### src/rtl/burst_pkg.sv
package burst_pkg;

    localparam int unsigned ST_W   = 3;
    localparam int unsigned SEL_W  = 2;
    localparam int unsigned ADDR_W = ST_W + 1 + SEL_W;
    localparam int unsigned WORD_W = ST_W + 1;

    typedef enum logic [ST_W-1:0] {
        ST_IDLE   = 3'b000,
        ST_DONE   = 3'b001,
        ST_PULSE1 = 3'b011,
        ST_PULSE3 = 3'b101,
        ST_PULSE2 = 3'b111
    } state_t;

    // Contents of one memory word for a given address {state, start, sel}.
    function automatic logic [WORD_W-1:0] word_for(input logic [ADDR_W-1:0] a);
        state_t            ps;
        state_t            ns;
        logic              go;
        logic [SEL_W-1:0]  sel;
        logic              en;
        ps  = state_t'(a[ADDR_W-1 -: ST_W]);
        go  = a[SEL_W];
        sel = a[SEL_W-1:0];
        ns  = ST_IDLE;
        en  = 1'b0;
        unique case (ps)
            ST_IDLE: begin
                if (!go)             ns = ST_IDLE;
                else if (sel == '0)  ns = ST_DONE;
                else                 ns = ST_PULSE1;
            end
            ST_PULSE1: begin
                en = 1'b1;
                ns = sel[1] ? ST_PULSE2 : ST_DONE;
            end
            ST_PULSE2: begin
                en = 1'b1;
                ns = sel[0] ? ST_PULSE3 : ST_DONE;
            end
            ST_PULSE3: begin
                en = 1'b1;
                ns = ST_DONE;
            end
            ST_DONE: begin
                ns = go ? ST_DONE : ST_IDLE;
            end
            default: begin
                ns = ST_IDLE;
                en = 1'b0;
            end
        endcase
        return {ns, en};
    endfunction

endpackage

### src/rtl/burst_rom.sv
module burst_rom
    import burst_pkg::*;
#(
    parameter int unsigned A_W = burst_pkg::ADDR_W,
    parameter int unsigned D_W = burst_pkg::WORD_W
) (
    input  logic [A_W-1:0] addr_i,
    input  logic           oe_n_i,
    output logic [D_W-1:0] data_o
);

    localparam int unsigned DEPTH = 1 << A_W;

    logic [D_W-1:0] words [DEPTH];

    // Contents are computed per address at elaboration.
    for (genvar i = 0; i < DEPTH; i++) begin : g_word
        assign words[i] = word_for(A_W'(i));
    end

    // Disabled output reads as all zeros.
    assign data_o = oe_n_i ? '0 : words[addr_i];

endmodule

### src/rtl/burst_state_reg.sv
module burst_state_reg
    import burst_pkg::*;
(
    input  logic   clk,
    input  logic   rst,
    input  state_t next_i,
    output state_t state_o
);

    state_t state_q;

    always_ff @(posedge clk) begin
        if (rst) state_q <= ST_IDLE;
        else     state_q <= next_i;
    end

    assign state_o = state_q;

endmodule

### src/rtl/burst_pulse_gate.sv
module burst_pulse_gate (
    input  logic en_i,
    input  logic phase_i,
    output logic pulse_o
);

    assign pulse_o = en_i & phase_i;

endmodule

### src/rtl/burst_pulse_gen.sv
module burst_pulse_gen
    import burst_pkg::*;
#(
    parameter int unsigned STATE_W = burst_pkg::ST_W,
    parameter int unsigned SW_W    = burst_pkg::SEL_W
) (
    input  logic               clk,
    input  logic               rst,
    input  logic               start_i,
    input  logic [SW_W-1:0]    sel_i,
    input  logic               phase_i,
    input  logic               rom_oe_n_i,
    output logic [STATE_W-1:0] state_o,
    output logic               pulse_en_o,
    output logic               pulse_o
);

    localparam int unsigned A_W = STATE_W + 1 + SW_W;
    localparam int unsigned D_W = STATE_W + 1;

    state_t         state_q;
    state_t         next_s;
    logic           en_s;
    logic [A_W-1:0] addr_s;
    logic [D_W-1:0] word_s;

    assign addr_s = {state_q, start_i, sel_i};

    burst_rom #(.A_W(A_W), .D_W(D_W)) i_rom (
        .addr_i (addr_s),
        .oe_n_i (rom_oe_n_i),
        .data_o (word_s)
    );

    // Output process: split the word into next state and enable.
    always_comb begin
        next_s = state_t'(word_s[D_W-1:1]);
        en_s   = word_s[0];
    end

    burst_state_reg i_state (
        .clk     (clk),
        .rst     (rst),
        .next_i  (next_s),
        .state_o (state_q)
    );

    burst_pulse_gate i_gate (
        .en_i    (en_s),
        .phase_i (phase_i),
        .pulse_o (pulse_o)
    );

    assign state_o    = state_q;
    assign pulse_en_o = en_s;

endmodule

### config.mk
export PLATFORM = sky130hd
export DESIGN_NAME = burst_pulse_gen
export DESIGN_NICKNAME = d
export VERILOG_FILES = /design/src/rtl/burst_pkg.sv /design/src/rtl/burst_rom.sv /design/src/rtl/burst_state_reg.sv /design/src/rtl/burst_pulse_gate.sv /design/src/rtl/burst_pulse_gen.sv
export SDC_FILE = /design/constraint.sdc
export NUM_CORES = 1
export LEC_CHECK = 0
export BUFFER_PORTS_ARGS = -buffer_cell sky130_fd_sc_hd__buf_2
export CELL_PAD_IN_SITES_DETAIL_PLACEMENT = 1
export CELL_PAD_IN_SITES_GLOBAL_PLACEMENT = 2
export CORE_AREA = 2 2 39 41
export CTS_CLUSTER_SIZE = 8
export DETAILED_ROUTE_END_ITERATION = 8
export DIE_AREA = 0 0 41 43
export GPL_TIMING_DRIVEN = 0
export PLACE_DENSITY = 0.62
export SLEW_MARGIN = 40
export SYNTH_ARGS = -nofsm -noshare
export SYNTH_HDL_FRONTEND = slang
export SYNTH_SLANG_ARGS = --single-unit
### constraint.sdc
create_clock -name clk -period 2.2 [get_ports clk]
set_input_delay 0 -clock clk [delete_from_list [all_inputs] [get_ports clk]]
set_output_delay 0 -clock clk [all_outputs]
set_load 0.05 [all_outputs]
==> results.json <==
{
  "tightest_slew_ns": 0.271,
  "crit_fanout": 7,
  "cts_buffer_depth": 2,
  "place_area_um2": 239,
  "final_cell_area_um2": 265,
  "p_leak_nw": 0.112,
  "crit_family": "flip-flops",
  "critPathSlowestCell": "dfxtp_1",
  "skew_ns": 0.00153,
  "nets": 40,
  "antenna_found_initial": 0,
  "yosysTopAreaCell": "dfxtp_1",
  "rrSetupSlack_ns": 0.95,
  "wirelength_um": 476,
  "netlist_area_um2": 158,
  "wl_per_cell_um": 9.92,
  "slew_violations": 0,
  "hold_ws_ns": 0.0939,
  "hold_viol": 0,
  "vias": 188,
  "yosys.area.top_type_share_pct": 38.1,
  "status": "complete, no violations",
  "cts_resized": 0,
  "yosysWarnings": 0,
  "largest_reg_flops": 3,
  "min_period_over_period_pct": 58.8,
  "synth.area.top_cells": "dfxtp_1 (38%), or3b_1 (11%), a2111oi_2 (9.5%)",
  "relSlewSlack_pct": 81.9,
  "max_freq_mhz": 773,
  "cts_tree": "done",
  "firstDrtPassIters": 3,
  "synth_seq_area_share_pct": 38.1,
  "syn_nets": 24,
  "drc": 0,
  "ir_drop_uv": 190,
  "worstPathRequired_ns": 2.20,
  "grt_usage_pct": 6.22,
  "cts_hold_buf": 0,
  "diodes": 0,
  "core-area_um2": 1380,
  "syn_area_per_cell_um2": 9.27,
  "dieHeight_um": 43,
  "cts_sinks": 3,
  "post-route-util_pct": 19.2,
  "portBuffers": 11,
  "avgViaCountPerCell": 3.92,
  "setup_viol": 0,
  "ctsHtreeMaxLevel": 1,
  "fin_crit_ns": 1.29,
  "ys_ff_latch": 3,
  "critical_path_class": "reg -> out",
  "p_total_w": 0.000176,
  "syn2layout_area_growth_pct": 68.3,
  "grt_pass1_vias": 198,
  "place_congestion": 0.610,
  "fp.dieArea_um2": 1760,
  "grt_max_degree": 8,
  "rsz0062_at_grt": "no",
  "start_kind": "flop",
  "grt_pass1_wl_um": 759,
  "power_density_nw_per_um2": 662,
  "clk_latency_ns": 0.23,
  "synthDistinctLibCells": 13,
  "initial_core_util_pct": 11.4,
  "rows": 14,
  "endpoint_kind": "output port",
  "crit_chain": "nor2_1 > nor4bb_2 > buf_2",
  "path_clk_slew_ns": 0.04,
  "synthCells": 17,
  "post-cts-setup-buffers": 0,
  "numCtsBuffers": 3,
  "die_x_um": 41,
  "slowest_delay_ns": 0.42,
  "hp-class": "in -> reg",
  "path_buf_inv": 1,
  "arrival_ns": 1.29,
  "setup_tns_ns": 0,
  "cts_root_buf": "clkbuf_4",
  "final_antenna_net_count": 0,
  "drtIter0Drc": 2,
  "drive_gt1_share_pct": 50.0,
  "ios": 12,
  "grt_overflow": 0,
  "cap_violations": 0
}
metal layers:
| metal | share of wire (%) | track usage (%) |
|---|---|---|
| met2 | 40 | 8.75 |
| met1 | 50 | 8.01 |
| met4 | 0 | 4.00 |
| met3 | 10 | 1.57 |
| met5 | 0 | 0 |
placed cells by master, fill, tap and decap left out:
master     count
nor4bb_2       1
clkbuf_4       3
clkbuf_1       1
nand2_1        1
a21oi_1        1
or2_1          1
buf_2         11
nor3_1         1
o21ai_0        1
a2111oi_2      1
nand3_1        1
mux2i_1        1
dfxtp_1        3
nor2_1         2
or3b_1         2
nor3b_1        1
report_power, final:
part,switching (W),total [W],internal [W]
Sequential,0.00000244,0.0000587,0.0000562
Clock,0.0000266,0.0000944,0.0000679
Combinational,0.0000128,0.0000225,0.00000967
cell type report:
cell class | instances | area, µm²
timing repair buffer | 11 | 55.1
fill | 171 | 1120
sequential | 3 | 60.1
clock buffer | 4 | 26.3
multi-input combinational | 14 | 104
tap | 16 | 20.0
cells by family after synthesis:
group            synth area share, %
flip-flops                      38.1
AO/OA/AOI/OAI                   15.9
AND/OR/NAND/NOR                 39.7
multiplexers                    6.35
path summary, 6_finish.rpt:
kind                              startpoint                             to  depth (start not counted)
max            i_state.state_o[1]$_SDFF_PP0_                        pulse_o                          3
min reg2reg  i_state.state_o[0]$_SDFFE_PP0P_  i_state.state_o[2]$_SDFF_PP0_                          2
min                                 sel_i[0]  i_state.state_o[2]$_SDFF_PP0_                          3
max reg2reg  i_state.state_o[0]$_SDFFE_PP0P_  i_state.state_o[1]$_SDFF_PP0_                          2
Yosys cell counts, drive strengths merged:
| library cell | count |
|---|---|
| a2111oi | 1 |
| a21oi | 1 |
| dfxtp | 3 |
| mux2i | 1 |
| nand2 | 1 |
| nand3 | 1 |
| nor2 | 2 |
| nor3 | 1 |
| nor3b | 1 |
| nor4bb | 1 |
| o21ai | 1 |
| or2 | 1 |
| or3b | 2 |
tightest hold or removal path: stages:
cell and delay [ns]:
buf_2 0.09, mux2i_1 0.06, nor3_1 0.12
through the flow:
step | setup slack, ns | std cells
after floorplan | 0.186 | 17
after global placement | 0.993 | 44
after detailed placement | 0.943 | 44
after CTS | 0.873 | 48
after global routing | 0.772 | 48
final | 0.907 | 48
(Power assumes the default switching activity.)
